--- config.mk ---
export PLATFORM = sky130hd
export DESIGN_NAME = cal_timekeeper
export DESIGN_NICKNAME = d
export VERILOG_FILES = /design/src/rtl/cal_pkg.sv /design/src/rtl/cal_month_days.sv /design/src/rtl/cal_time_step.sv /design/src/rtl/cal_date_step.sv /design/src/rtl/cal_commit_slot.sv /design/src/rtl/cal_timekeeper.sv
export SDC_FILE = /design/constraint.sdc
export NUM_CORES = 1
export LEC_CHECK = 0
export ABC_AREA = 1
export BUFFER_PORTS_ARGS = -buffer_cell sky130_fd_sc_hd__buf_2
export CORE_UTILIZATION = 60
export CTS_CLUSTER_DIAMETER = 120
export CTS_CLUSTER_SIZE = 24
export DETAILED_ROUTE_END_ITERATION = 10
export PLACE_DENSITY = 0.93
export SLEW_MARGIN = 20
export SYNTH_ARGS = -nofsm -noshare
export SYNTH_HDL_FRONTEND = slang
export SYNTH_SLANG_ARGS = --single-unit
--- constraint.sdc ---
create_clock -name clk -period 3.5 [get_ports clk]
set_input_delay 0 -clock clk [delete_from_list [all_inputs] [get_ports clk]]
set_output_delay 0 -clock clk [all_outputs]
set_load 0.03 [all_outputs]
--- src/rtl/cal_pkg.sv ---
package cal_pkg;
  localparam int SEC_W = 6;
  localparam int MIN_W = 6;
  localparam int HR_W  = 5;
  localparam int DAY_W = 5;
  localparam int MON_W = 4;
  localparam int YR_W  = 6;
  localparam int HMS_W = SEC_W + MIN_W + HR_W;
  localparam int YMD_W = DAY_W + MON_W + YR_W + 1;

  localparam logic [7:0] OFS_CTRL = 8'h00;
  localparam logic [7:0] OFS_DATE = 8'h10;
  localparam logic [7:0] OFS_TIME = 8'h14;

  localparam int BIT_DATE_BUSY = 7;
  localparam int BIT_TIME_BUSY = 8;
  localparam int BIT_ALRM_BUSY = 9;

  typedef struct packed {
    logic [HR_W-1:0]  hr;
    logic [MIN_W-1:0] mn;
    logic [SEC_W-1:0] sec;
  } hms_t;

  typedef struct packed {
    logic             leap;
    logic [YR_W-1:0]  yr;
    logic [MON_W-1:0] mon;
    logic [DAY_W-1:0] day;
  } ymd_t;

  function automatic logic [31:0] hms_to_word(input hms_t t);
    logic [31:0] w;
    w        = '0;
    w[5:0]   = t.sec;
    w[13:8]  = t.mn;
    w[20:16] = t.hr;
    return w;
  endfunction

  function automatic logic [31:0] ymd_to_word(input ymd_t d);
    logic [31:0] w;
    w        = '0;
    w[4:0]   = d.day;
    w[11:8]  = d.mon;
    w[21:16] = d.yr;
    w[22]    = d.leap;
    return w;
  endfunction
endpackage

--- src/rtl/cal_month_days.sv ---
module cal_month_days
  import cal_pkg::*;
(
  input  logic [MON_W-1:0] mon_i,
  input  logic             leap_i,
  output logic [DAY_W-1:0] last_day_o
);
  always_comb begin
    unique case (mon_i)
      MON_W'(2):                                       last_day_o = leap_i ? DAY_W'(29) : DAY_W'(28);
      MON_W'(4), MON_W'(6), MON_W'(9), MON_W'(11):     last_day_o = DAY_W'(30);
      default:                                         last_day_o = DAY_W'(31);
    endcase
  end
endmodule

--- src/rtl/cal_time_step.sv ---
module cal_time_step
  import cal_pkg::*;
(
  input  hms_t cur_i,
  output hms_t nxt_o,
  output logic day_carry_o
);
  logic sec_wrap, min_wrap, hr_wrap;

  always_comb begin
    sec_wrap = (cur_i.sec >= SEC_W'(59));
    min_wrap = (cur_i.mn  >= MIN_W'(59));
    hr_wrap  = (cur_i.hr  >= HR_W'(23));
    nxt_o    = cur_i;
    day_carry_o = 1'b0;
    if (!sec_wrap) begin
      nxt_o.sec = cur_i.sec + SEC_W'(1);
    end else begin
      nxt_o.sec = '0;
      if (!min_wrap) begin
        nxt_o.mn = cur_i.mn + MIN_W'(1);
      end else begin
        nxt_o.mn = '0;
        if (!hr_wrap) begin
          nxt_o.hr = cur_i.hr + HR_W'(1);
        end else begin
          nxt_o.hr    = '0;
          day_carry_o = 1'b1;
        end
      end
    end
  end
endmodule

--- src/rtl/cal_date_step.sv ---
module cal_date_step
  import cal_pkg::*;
(
  input  ymd_t cur_i,
  output ymd_t nxt_o
);
  logic [DAY_W-1:0] last_day;
  logic [YR_W-1:0]  yr_inc;

  cal_month_days u_mdays (
    .mon_i      (cur_i.mon),
    .leap_i     (cur_i.leap),
    .last_day_o (last_day)
  );

  always_comb begin
    nxt_o  = cur_i;
    yr_inc = cur_i.yr + YR_W'(1);
    if (cur_i.day < last_day) begin
      nxt_o.day = cur_i.day + DAY_W'(1);
    end else begin
      nxt_o.day = DAY_W'(1);
      if (cur_i.mon < MON_W'(12) && cur_i.mon != '0) begin
        nxt_o.mon = cur_i.mon + MON_W'(1);
      end else begin
        nxt_o.mon  = MON_W'(1);
        nxt_o.yr   = yr_inc;
        nxt_o.leap = (yr_inc[1:0] == 2'b10);
      end
    end
  end
endmodule

--- src/rtl/cal_commit_slot.sv ---
module cal_commit_slot #(
  parameter int W     = 16,
  parameter int TICKS = 2
) (
  input  logic         clk,
  input  logic         rst_n,
  input  logic         tick_i,
  input  logic         wr_i,
  input  logic [W-1:0] wdata_i,
  output logic         busy_o,
  output logic         commit_o,
  output logic [W-1:0] stage_o
);
  logic         busy_q, busy_d;
  logic [W-1:0] stage_q, stage_d;
  logic         accept, last_tick;

  assign accept = wr_i && !busy_q;

  generate
    if (TICKS > 1) begin : g_count
      localparam int CNT_W = $clog2(TICKS);
      logic [CNT_W-1:0] cnt_q, cnt_d;
      logic             cnt_en;
      always_comb begin
        cnt_en = accept || (busy_q && tick_i);
        cnt_d  = accept ? '0 : cnt_q + CNT_W'(1);
      end
      always_ff @(posedge clk or negedge rst_n) begin
        if (!rst_n)      cnt_q <= '0;
        else if (cnt_en) cnt_q <= cnt_d;
      end
      assign last_tick = (cnt_q == CNT_W'(TICKS - 1));
    end else begin : g_single
      assign last_tick = 1'b1;
    end
  endgenerate

  always_comb begin
    busy_d   = busy_q;
    stage_d  = stage_q;
    commit_o = 1'b0;
    if (accept) begin
      busy_d  = 1'b1;
      stage_d = wdata_i;
    end else if (busy_q && tick_i && last_tick) begin
      busy_d   = 1'b0;
      commit_o = 1'b1;
    end
  end

  always_ff @(posedge clk or negedge rst_n) begin
    if (!rst_n) begin
      busy_q  <= 1'b0;
      stage_q <= '0;
    end else begin
      busy_q  <= busy_d;
      stage_q <= stage_d;
    end
  end

  assign busy_o  = busy_q;
  assign stage_o = stage_q;

  // busy persists until a tick arrives
  p_busy_hold_r6: assert property (@(posedge clk) disable iff (!rst_n)
    busy_q && !tick_i |=> busy_q);
  // a write while busy leaves the staged value untouched
  p_busy_write_ignored_r8: assert property (@(posedge clk) disable iff (!rst_n)
    busy_q && wr_i |=> stage_q == $past(stage_q));
endmodule

--- src/rtl/cal_timekeeper.sv ---
module cal_timekeeper
  import cal_pkg::*;
#(
  parameter int ADDR_W       = 8,
  parameter int COMMIT_TICKS = 2
) (
  input  logic              clk,
  input  logic              rst_n,
  input  logic              tick_i,
  input  logic              wr_en_i,
  input  logic [ADDR_W-1:0] addr_i,
  input  logic [31:0]       wdata_i,
  output logic [31:0]       rdata_o
);
  // reset: asserted asynchronously, released on the clock
  logic [1:0] rst_sync_q;
  logic       rst_n_s;
  always_ff @(posedge clk or negedge rst_n) begin
    if (!rst_n) rst_sync_q <= '0;
    else        rst_sync_q <= {rst_sync_q[0], 1'b1};
  end
  assign rst_n_s = rst_sync_q[1];

  logic hit_time, hit_date, hit_ctrl;
  assign hit_time = (addr_i == ADDR_W'(OFS_TIME));
  assign hit_date = (addr_i == ADDR_W'(OFS_DATE));
  assign hit_ctrl = (addr_i == ADDR_W'(OFS_CTRL));

  logic [HMS_W-1:0] wr_hms;
  logic [YMD_W-1:0] wr_ymd;
  logic             unused_wbits;
  assign wr_hms = {wdata_i[20:16], wdata_i[13:8], wdata_i[5:0]};
  assign wr_ymd = {wdata_i[22], wdata_i[21:16], wdata_i[11:8], wdata_i[4:0]};
  assign unused_wbits = ^{wdata_i[31:23], wdata_i[15:14], wdata_i[7:6]};

  logic             busy_t, busy_d, commit_t, commit_d;
  logic [HMS_W-1:0] stage_t;
  logic [YMD_W-1:0] stage_d;

  cal_commit_slot #(.W(HMS_W), .TICKS(COMMIT_TICKS)) u_slot_time (
    .clk      (clk),
    .rst_n    (rst_n_s),
    .tick_i   (tick_i),
    .wr_i     (wr_en_i && hit_time),
    .wdata_i  (wr_hms),
    .busy_o   (busy_t),
    .commit_o (commit_t),
    .stage_o  (stage_t)
  );

  cal_commit_slot #(.W(YMD_W), .TICKS(COMMIT_TICKS)) u_slot_date (
    .clk      (clk),
    .rst_n    (rst_n_s),
    .tick_i   (tick_i),
    .wr_i     (wr_en_i && hit_date),
    .wdata_i  (wr_ymd),
    .busy_o   (busy_d),
    .commit_o (commit_d),
    .stage_o  (stage_d)
  );

  hms_t time_q, time_n, time_adv;
  ymd_t date_q, date_n, date_adv;
  logic day_carry;

  cal_time_step u_tstep (
    .cur_i       (time_q),
    .nxt_o       (time_adv),
    .day_carry_o (day_carry)
  );

  cal_date_step u_dstep (
    .cur_i (date_q),
    .nxt_o (date_adv)
  );

  always_comb begin
    time_n = time_q;
    date_n = date_q;
    if (commit_t)     time_n = hms_t'(stage_t);
    else if (tick_i)  time_n = time_adv;
    if (commit_d)                                  date_n = ymd_t'(stage_d);
    else if (tick_i && day_carry && !commit_t)     date_n = date_adv;
  end

  always_ff @(posedge clk or negedge rst_n_s) begin
    if (!rst_n_s) begin
      time_q <= '0;
      date_q <= '{leap: 1'b0, yr: '0, mon: MON_W'(1), day: DAY_W'(1)};
    end else if (tick_i) begin
      time_q <= time_n;
      date_q <= date_n;
    end
  end

  always_comb begin
    rdata_o = '0;
    if (hit_time)      rdata_o = hms_to_word(time_q);
    else if (hit_date) rdata_o = ymd_to_word(date_q);
    else if (hit_ctrl) begin
      rdata_o[BIT_DATE_BUSY] = busy_d;
      rdata_o[BIT_TIME_BUSY] = busy_t;
      rdata_o[BIT_ALRM_BUSY] = 1'b0;
    end
  end

  // no tick, no movement
  p_hold_no_tick_r11: assert property (@(posedge clk) disable iff (!rst_n_s)
    !tick_i |=> (time_q == $past(time_q)) && (date_q == $past(date_q)));
  // plain second step
  p_sec_step_r3: assert property (@(posedge clk) disable iff (!rst_n_s)
    tick_i && !commit_t && time_q.sec < SEC_W'(59) |=> time_q.sec == $past(time_q.sec) + SEC_W'(1));
  // committed time lands unincremented
  p_time_load_r10: assert property (@(posedge clk) disable iff (!rst_n_s)
    commit_t |=> time_q == hms_t'($past(stage_t)));
  // committed date wins over a carry
  p_date_load_r10: assert property (@(posedge clk) disable iff (!rst_n_s)
    commit_d |=> date_q == ymd_t'($past(stage_d)));
  // leap flag follows the year when the year advances by counting
  p_leap_recalc_r5: assert property (@(posedge clk) disable iff (!rst_n_s)
    tick_i && !commit_d && !commit_t && day_carry && (date_adv.yr != date_q.yr)
      |=> date_q.leap == (date_q.yr[1:0] == 2'b10));
  // a legal month stays legal when counting
  p_month_range_r4: assert property (@(posedge clk) disable iff (!rst_n_s)
    !commit_d && date_q.mon >= MON_W'(1) && date_q.mon <= MON_W'(12)
      |=> date_q.mon >= MON_W'(1) && date_q.mon <= MON_W'(12));
endmodule

==> impl_metrics.prom, run 1 <==
# TYPE chip_impl_metric gauge
chip_impl_metric{name="netlist_area",unit="µm²"} 4050
chip_impl_metric{name="dieArea",unit="µm²"} 7083
chip_impl_metric{name="firstDrtPassIters",unit=""} 10
chip_impl_metric{name="min_delay_path_depth",unit=""} 3
chip_impl_metric{name="report.power.total",unit="W"} 0.002672
chip_impl_metric{name="antenna_violations_before_repair",unit=""} 0
chip_impl_metric{name="clock_insertion_delay_worst_skew",unit="ns"} 0.36
chip_impl_metric{name="skew",unit="ns"} 0.005608
chip_impl_metric{name="dr.first_iter.drc_count",unit=""} 302
chip_impl_metric{name="synth_cells",unit=""} 508
chip_impl_metric{name="share_clk_of_total_power",unit=""} 0.246
chip_impl_metric{name="net-switching-power",unit="W"} 0.001026
chip_impl_info{name="cp-end-kind",value="register"} 1
chip_impl_info{name="worstHoldStart",value="wdata_i[0]"} 1
chip_impl_metric{name="diodes",unit=""} 0
chip_impl_metric{name="layout_worst_path_cycle_share",unit=""} 0.6609
chip_impl_metric{name="io-pin-count",unit=""} 76
chip_impl_metric{name="die_h",unit="µm"} 84.16
chip_impl_info{name="synth_flop_cell",value="sky130_fd_sc_hd__dfrtp_1"} 1
chip_impl_metric{name="final.fill_count",unit=""} 483
chip_impl_metric{name="via_count_of_the_first_global_routing_pass",unit=""} 3631
chip_impl_metric{name="power.share.combinational",unit=""} 0.316
chip_impl_info{name="r2r-start",value="date_q[5]"} 1
chip_impl_info{name="critPathLaunchType",value="register"} 1
chip_impl_metric{name="timing.reg2reg.setup_slack",unit="ns"} 1.19
chip_impl_metric{name="synth_seq_area_share",unit=""} 0.4455
chip_impl_metric{name="dr_total_vias",unit=""} 3701
chip_impl_metric{name="worst-endpoint-required",unit="ns"} 3.80
chip_impl_metric{name="timing.setup.tns",unit="ns"} 0
chip_impl_metric{name="avgRoutedWirePerCell",unit="µm"} 15.15
chip_impl_metric{name="power_frac_seq",unit=""} 0.438
chip_impl_metric{name="grt.total_usage",unit=""} 0.3023
chip_impl_metric{name="cts_buffers",unit=""} 9
chip_impl_metric{name="switching_share",unit=""} 0.3840
chip_impl_metric{name="max_slew.worst_pin.slew",unit="ns"} 0.6689
chip_impl_metric{name="area_growth_synth_to_finish",unit="%"} 14.58
chip_impl_metric{name="grt_max_degree",unit=""} 53
chip_impl_metric{name="cts.clk_slew.worst_paths",unit="ns"} 0.07
chip_impl_info{name="synth_area_leaders",value="sky130_fd_sc_hd__dfrtp_1 (43%), sky130_fd_sc_hd__nand2_1 (13%), sky130_fd_sc_hd__o21ai_0 (6.9%), sky130_fd_sc_hd__inv_1 (5.6%), sky130_fd_sc_hd__ha_1 (3.4%)"} 1
chip_impl_metric{name="post_route_cells_drive_above_1_share",unit=""} 0.1542
chip_impl_metric{name="placementRows",unit=""} 29
chip_impl_metric{name="hold_viol_final",unit=""} 0
chip_impl_metric{name="internal_power_component",unit="W"} 0.001646
chip_impl_metric{name="globalRoute.totalOverflow",unit=""} 0
chip_impl_metric{name="fp.coreArea",unit="µm²"} 6422
chip_impl_metric{name="leakagePower",unit="nW"} 2.412
chip_impl_metric{name="timing.max_slew.rel_slack",unit=""} 0.5541
chip_impl_info{name="timing_worst_setup_path_type",value="register to register"} 1
chip_impl_metric{name="timing.critical_path.arrival",unit="ns"} 2.61
chip_impl_metric{name="dpl.hpwl",unit="µm"} 6778
chip_impl_metric{name="cap_viol_max_count",unit=""} 0
chip_impl_metric{name="synth_edf_count",unit=""} 0
chip_impl_metric{name="die_w",unit="µm"} 84.16
chip_impl_metric{name="ir_drop",unit="mV"} 0.2800
chip_impl_info{name="hp_class",value="input port to register"} 1
chip_impl_metric{name="yosysUniqueCellTypes",unit=""} 37
chip_impl_metric{name="drt_wl_total",unit="µm"} 9911
chip_impl_metric{name="final_nets",unit=""} 627
chip_impl_metric{name="place.gp.congestion",unit=""} 0.9076
chip_impl_metric{name="synth.ff_latch_count",unit=""} 72
chip_impl_info{name="failed_checks",value="DRC"} 1
chip_impl_metric{name="ys_async_sr_fraction",unit=""} 1.000
chip_impl_metric{name="grt_first_pass_wirelength",unit="µm"} 16770
chip_impl_info{name="outcome",value="finished with violations"} 1
chip_impl_metric{name="yosys_warnings",unit=""} 0
chip_impl_metric{name="layout_min_cycle_time",unit="ns"} 2.313
chip_impl_metric{name="clock.fmax",unit="GHz"} 0.4323
chip_impl_metric{name="initial_utilization",unit=""} 0.6306
chip_impl_metric{name="timing.final.max_slew_violations",unit=""} 0
chip_impl_metric{name="post_drt_via_cell_ratio",unit=""} 5.659
chip_impl_info{name="grt_setup_unrepaired",value="false"} 1
chip_impl_metric{name="residual_antenna_violating_net_count_after_detailed_routing",unit=""} 0
chip_impl_metric{name="finalSetupViolations",unit=""} 0
chip_impl_metric{name="drc_errors",unit=""} 17
chip_impl_metric{name="timing.critical_path.fanout_max",unit=""} 14
chip_impl_info{name="clk_root_buffer_cell",value="sky130_fd_sc_hd__clkbuf_8"} 1
chip_impl_metric{name="h_tree_levels",unit=""} 3
chip_impl_metric{name="post-synth-top-area-fraction",unit=""} 0.4325
chip_impl_metric{name="buffer_ports.inserted",unit=""} 50
chip_impl_info{name="synth_top_cell_by_area",value="sky130_fd_sc_hd__dfrtp_1"} 1
chip_impl_metric{name="ctsLongestPathBuffers",unit=""} 2
chip_impl_info{name="worst_r2r_endpoint",value="date_q[1]"} 1
chip_impl_metric{name="clock_sink_count",unit=""} 72
chip_impl_metric{name="syn_avg_cell_area",unit="µm²"} 7.973
chip_impl_metric{name="powerDensity",unit="nW/µm²"} 575.9
chip_impl_metric{name="post_cts_buffers",unit=""} 0
chip_impl_info{name="tritoncts",value="done"} 1
chip_impl_info{name="worst_hold_path.endpoint",value="u_slot_time.stage_o[0]"} 1
chip_impl_metric{name="reg2reg_depth",unit=""} 11
cells by family (layout without fill, tap and decap cells):
| family | Yosys count | after routing | synth area share |
|---|---|---|---|
| buffers and inverters | 94 | 152 | 0.1109 |
| adder cells (fa/ha/maj) | 11 | 11 | 0.03398 |
| AND/OR/NAND/NOR | 222 | 222 | 0.2546 |
| flip-flops | 72 | 72 | 0.4455 |
| other | 2 | 13 | 0.001854 |
| AO/OA/AOI/OAI | 98 | 98 | 0.1338 |
| XOR/XNOR | 9 | 9 | 0.01946 |
timing repair:
| action | 4_1_cts | 5_1_grt |
|---|---|---|
| setup endpoints to repair | 0 | 0 |
| endpoints found under the hold margin | 34 | 0 |
| hold buffers | 21 | 0 |
| gates resized for setup | 0 | 0 |
through the flow:
stage	std cells	hold WS (ns)	util	area, µm²	setup slack [ns]
finish	654	0.003653	0.7226	4641	1.187
global route	654	0.007847	0.7226	4641	1.021
CTS	654	0.008180	0.7222	4638	1.225
detailed placement	617	-0.2120	0.6598	4238	1.256
global placement	617	-0.2156	0.6598	4238	1.302
floorplan	519	-0.2956	-	4091	1.350
placed cells by master, fill, tap and decap left out, types with 4 or more instances in the layout:
cell type / count
sky130_fd_sc_hd__a21oi_1: 14
sky130_fd_sc_hd__a22oi_1: 12
sky130_fd_sc_hd__buf_2: 50
sky130_fd_sc_hd__clkbuf_8: 10
sky130_fd_sc_hd__conb_1: 13
sky130_fd_sc_hd__dfrtp_1: 69
sky130_fd_sc_hd__dlygate4sd3_1: 21
sky130_fd_sc_hd__ha_1: 11
sky130_fd_sc_hd__inv_1: 60
sky130_fd_sc_hd__inv_2: 4
sky130_fd_sc_hd__nand2_1: 140
sky130_fd_sc_hd__nand3_1: 22
sky130_fd_sc_hd__nand3_2: 4
sky130_fd_sc_hd__nand4_1: 9
sky130_fd_sc_hd__nor2_1: 25
sky130_fd_sc_hd__nor3_1: 4
sky130_fd_sc_hd__o21ai_0: 56
sky130_fd_sc_hd__o21ai_1: 6
sky130_fd_sc_hd__o22ai_1: 8
sky130_fd_sc_hd__xor2_1: 6
cell usage after synthesis, drive strengths merged (2+ instances only):
| cell type | instances |
|---|---|
| a21oi | 14 |
| a22oi | 12 |
| buf | 25 |
| clkbuf | 5 |
| conb | 2 |
| dfrtp | 70 |
| dfstp | 2 |
| ha | 11 |
| inv | 64 |
| nand2 | 143 |
| nand3 | 28 |
| nand3b | 3 |
| nand4 | 9 |
| nor2 | 30 |
| nor3 | 4 |
| nor4 | 3 |
| o21ai | 62 |
| o22ai | 8 |
| xnor2 | 3 |
| xor2 | 6 |
power by group through the flow:
stage	combinational (W)	clock, W	sequential (W)
2_1_floorplan	0.000653	0	0.00113
3_3_place_gp	0.000747	0	0.00116
3_5_place_dp	0.000800	0	0.00118
4_1_cts	0.000829	0.000656	0.00116
5_1_grt	0.000955	0.000693	0.00119
6_report	0.000844	0.000659	0.00117
state kept, by name, indices dropped and copies added (netlist names):
register	flops
u_slot_time.busy_o	1
u_slot_time.g_count.cnt_q	1
u_slot_time.stage_o	17
u_slot_date.busy_o	1
u_slot_date.stage_o	16
rst_sync_q	2
date_q	16
time_q	17
u_slot_date.g_count.cnt_q	1
per-layer routing:
layer  global-route usage  vias up  wire length, µm
met5                    0        -                0
met4               0.1332        0              221
met3              0.06293       25              850
met2               0.5104      182             4857
met1               0.3784     1747             3983
li1                     -     1747                -
critical path, stage by stage, from the launching register on:
cell and delay (ns):
sky130_fd_sc_hd__dfstp_2 0.57, sky130_fd_sc_hd__inv_1 0.12, sky130_fd_sc_hd__ha_1 0.25, sky130_fd_sc_hd__nor3b_1 0.15, sky130_fd_sc_hd__ha_1 0.29, sky130_fd_sc_hd__nand2_1 0.07, sky130_fd_sc_hd__nor2_1 0.04, sky130_fd_sc_hd__nand2_1 0.06
sky130_fd_sc_hd__nand3_2 0.31, sky130_fd_sc_hd__inv_1 0.22, sky130_fd_sc_hd__nand3_1 0.08, sky130_fd_sc_hd__nand2_1 0.08
worst max-delay path by stage:
| stage | endpoint | startpoint | slack, ns |
|---|---|---|---|
| after detailed placement | date_q[11] | date_q[5] | 1.26 |
| final | date_q[1] | date_q[5] | 1.19 |
| after floorplan | date_q[10] | rst_sync_q[1] | 1.35 |
| after global placement | date_q[10] | date_q[5] | 1.30 |
| after CTS | date_q[1] | date_q[5] | 1.22 |
| after global routing | date_q[10] | date_q[5] | 1.02 |
final cells by class:
type,count,area [µm²],area share
clock inverters,4,45.04,0.009706
multi-input cells,353,1838,0.3961
inverters,64,240.2,0.05177
repair buffers,72,467.9,0.1008
flip-flops and latches,72,1808,0.3896
clock buffers,12,145.1,0.03128
well taps,77,96.34,0.02076
Note: power is estimated with default switching activity, not from simulation.
==> run 2, diff against run 1 <==
Settings changed: CORE_UTILIZATION 60 to 56, PLACE_DENSITY 0.93 to 0.88.
Clock period 3.5 ns to 2.3 ns, I/O delays scaled along.
==> run 2 against run 1 <==
Effect of this change:
- the run now ends clean
- sequential cell count did not move
- first-iteration DRC count decreased by 30%
- clock-buffer cell count is the same
- sequential share of layout area fell by 0.64 points
- highest routed layer unchanged
- global-route usage decreased by 1.7 points
- utilization fell by 4.0 points
- die area increased by 7.0%
- worst hold slack improved by 0.23 ns
- combinational power is 52% higher
- largest power group unchanged
==> impl_metrics.prom, run 2 (synthesized netlist as in run 1, its figures left out) <==
# TYPE chip_impl_metric gauge
chip_impl_info{name="outcome",value="completed"} 1
chip_impl_metric{name="placementRows",unit=""} 30
chip_impl_metric{name="globalRoute.totalOverflow",unit=""} 0
chip_impl_metric{name="cap_viol_max_count",unit=""} 0
chip_impl_metric{name="h_tree_levels",unit=""} 3
chip_impl_metric{name="fp.coreArea",unit="µm²"} 6907
chip_impl_metric{name="initial_utilization",unit=""} 0.5864
chip_impl_metric{name="timing.final.max_slew_violations",unit=""} 0
chip_impl_metric{name="skew",unit="ns"} 0.01352
chip_impl_metric{name="clock_insertion_delay_worst_skew",unit="ns"} 0.35
chip_impl_info{name="cp_common_cell",value="sky130_fd_sc_hd__nand2_1"} 1
chip_impl_metric{name="post_route_cells_drive_above_1_share",unit=""} 0.1624
chip_impl_metric{name="clock.fmax",unit="GHz"} 0.4730
chip_impl_metric{name="antenna_violations_before_repair",unit=""} 0
chip_impl_metric{name="dp.cells",unit=""} 640
chip_impl_metric{name="via_count_of_the_first_global_routing_pass",unit=""} 3597
chip_impl_info{name="hp_class",value="input port to register"} 1
chip_impl_metric{name="residual_antenna_violating_net_count_after_detailed_routing",unit=""} 0
chip_impl_metric{name="fin_area",unit="µm²"} 4712
chip_impl_metric{name="drc_errors",unit=""} 0
chip_impl_metric{name="dieArea",unit="µm²"} 7577
chip_impl_metric{name="drt_wl_total",unit="µm"} 9981
chip_impl_metric{name="grt_first_pass_wirelength",unit="µm"} 16320
chip_impl_metric{name="avgRoutedWirePerCell",unit="µm"} 14.66
chip_impl_metric{name="cts_buffers",unit=""} 9
chip_impl_metric{name="timing.setup.tns",unit="ns"} 0
chip_impl_metric{name="place.gp.congestion",unit=""} 0.8856
chip_impl_metric{name="cts.clk_slew.worst_paths",unit="ns"} 0.07
chip_impl_info{name="layout_commonest_cell",value="sky130_fd_sc_hd__nand2_1"} 1
chip_impl_metric{name="internal_power_component",unit="W"} 0.002382
chip_impl_metric{name="hold_viol_final",unit=""} 0
chip_impl_metric{name="dr_total_vias",unit=""} 3621
chip_impl_metric{name="timing.critical_path.fanout_max",unit=""} 9
chip_impl_metric{name="die_h",unit="µm"} 87.05
chip_impl_metric{name="buffer_ports.inserted",unit=""} 50
chip_impl_info{name="tritoncts",value="done"} 1
chip_impl_metric{name="power.share.combinational",unit=""} 0.330
chip_impl_metric{name="layoutNonFillerInstCount",unit=""} 681
chip_impl_metric{name="io-pin-count",unit=""} 76
chip_impl_metric{name="area_growth_synth_to_finish",unit="%"} 16.34
chip_impl_metric{name="post_drt_via_cell_ratio",unit=""} 5.317
chip_impl_info{name="clk_root_buffer_cell",value="sky130_fd_sc_hd__clkbuf_8"} 1
chip_impl_info{name="most-common-layout-cells",value="sky130_fd_sc_hd__nand2_1 (140), sky130_fd_sc_hd__dfrtp_1 (69), sky130_fd_sc_hd__inv_1 (60), sky130_fd_sc_hd__o21ai_0 (56), sky130_fd_sc_hd__buf_2 (50)"} 1
chip_impl_metric{name="share_clk_of_total_power",unit=""} 0.217
chip_impl_info{name="grt_setup_unrepaired",value="false"} 1
chip_impl_metric{name="layout_worst_path_cycle_share",unit=""} 0.9193
chip_impl_metric{name="power_frac_seq",unit=""} 0.453
chip_impl_info{name="critical-path-slowest-cell",value="sky130_fd_sc_hd__dfstp_2"} 1
chip_impl_metric{name="final_nets",unit=""} 635
chip_impl_info{name="critPathLaunchType",value="register"} 1
chip_impl_metric{name="dr.first_iter.drc_count",unit=""} 211
chip_impl_metric{name="finalSetupViolations",unit=""} 0
chip_impl_metric{name="ctsLongestPathBuffers",unit=""} 2
chip_impl_metric{name="switching_share",unit=""} 0.3877
chip_impl_metric{name="firstDrtPassIters",unit=""} 4
chip_impl_metric{name="clock_sink_count",unit=""} 72
chip_impl_info{name="worstPathCellList",value="inv_1, ha_1, nor3b_1, ha_1, nand2_1, nor2_1, nand2_1, nand3_4, buf_4, nand4_1, nand2_1"} 1
chip_impl_info{name="cp-end-kind",value="register"} 1
chip_impl_metric{name="max_slew.worst_pin.slew",unit="ns"} 0.5590
chip_impl_metric{name="dpl.hpwl",unit="µm"} 6938
chip_impl_metric{name="grt_max_degree",unit=""} 51
chip_impl_metric{name="worst_slack_on_hold_paths",unit="ns"} 0.2343
chip_impl_metric{name="report.power.total",unit="W"} 0.003891
chip_impl_metric{name="timing.critical_path.arrival",unit="ns"} 2.35
chip_impl_metric{name="die_w",unit="µm"} 87.05
chip_impl_metric{name="powerDensity",unit="nW/µm²"} 825.8
chip_impl_metric{name="leakagePower",unit="nW"} 2.436
chip_impl_info{name="timing_worst_setup_path_type",value="register to register"} 1
chip_impl_metric{name="layout_min_cycle_time",unit="ns"} 2.114
chip_impl_metric{name="grt.total_usage",unit=""} 0.2849
chip_impl_metric{name="worst-endpoint-required",unit="ns"} 2.53
chip_impl_metric{name="net-switching-power",unit="W"} 0.001509
chip_impl_metric{name="diodes",unit=""} 0
chip_impl_metric{name="post_dp_cell_area",unit="µm²"} 4304
chip_impl_metric{name="ir_drop",unit="mV"} 0.5861
chip_impl_metric{name="timing.max_slew.rel_slack",unit=""} 0.6269
chip_impl_metric{name="cp_slowest_stage_delay",unit="ns"} 0.56
run 2: through the flow:
step | utilization | setup slack, ns
6_report | 0.6822 | 0.1857
5_1_grt | 0.6822 | 0.01805
4_1_cts | 0.6779 | 0.04367
3_5_place_dp | 0.6232 | 0.04738
3_3_place_gp | 0.6232 | 0.1716
2_1_floorplan | - | 0.1500
run 2: worst paths after layout:
check | from | end | slack (ns) | depth (start not counted)
max | date_q[5] | date_q[12] | 0.19 | 11
min | wr_en_i | u_slot_time.stage_o[11] | 0.23 | 3
max reg2reg | date_q[5] | date_q[12] | 0.19 | 11
min reg2reg | rst_sync_q[1] | u_slot_date.stage_o[14] | 0.24 | 0
max in group asynchronous | rst_sync_q[1] | date_q[5] | 1.38 | 1
min in group asynchronous | rst_sync_q[1] | u_slot_date.stage_o[14] | 0.24 | 0
run 2: worst max-delay path, delay by kind of cell, from the launching register on:
family,cells,cell delay [ns]
AND/OR/NAND/NOR,7,0.63
flip-flops,1,0.56
adder cells (fa/ha/maj),2,0.51
buffers and inverters,2,0.30
run 2: repair_timing:
item,CTS,global route
buffers inserted,0,3
hold endpoints to repair,36,0
gates resized for setup,0,1
hold buffers,22,0
setup endpoints to repair,0,15
run 2: routing by layer:
layer  wire length (µm)  vias to the layer above  global-route usage
li1                   -                     1770                   -
met1               4108                     1711              0.3422
met2               5138                      124              0.5125
met3                597                       16             0.05308
met4                136                        0             0.09545
met5                  0                        -                   0
run 2: layout make-up:
cell class	count	area (µm²)
clock buffers	12	135.1
clock inverters	4	22.52
fillers	591	2195
inverters	64	240.2
multi-input cells	353	1846
flip-flops and latches	72	1805
well taps	96	120.1
repair buffers	80	543.0
run 2: power by group through the flow:
stage / registers [W] / clock network, W / logic (W)
floorplan: 0.00172 / 0 / 0.000994
global placement: 0.00176 / 0 / 0.00115
detailed placement: 0.00178 / 0 / 0.00123
CTS: 0.00175 / 0.000857 / 0.00127
global route: 0.00180 / 0.000905 / 0.00147
finish: 0.00176 / 0.000845 / 0.00128
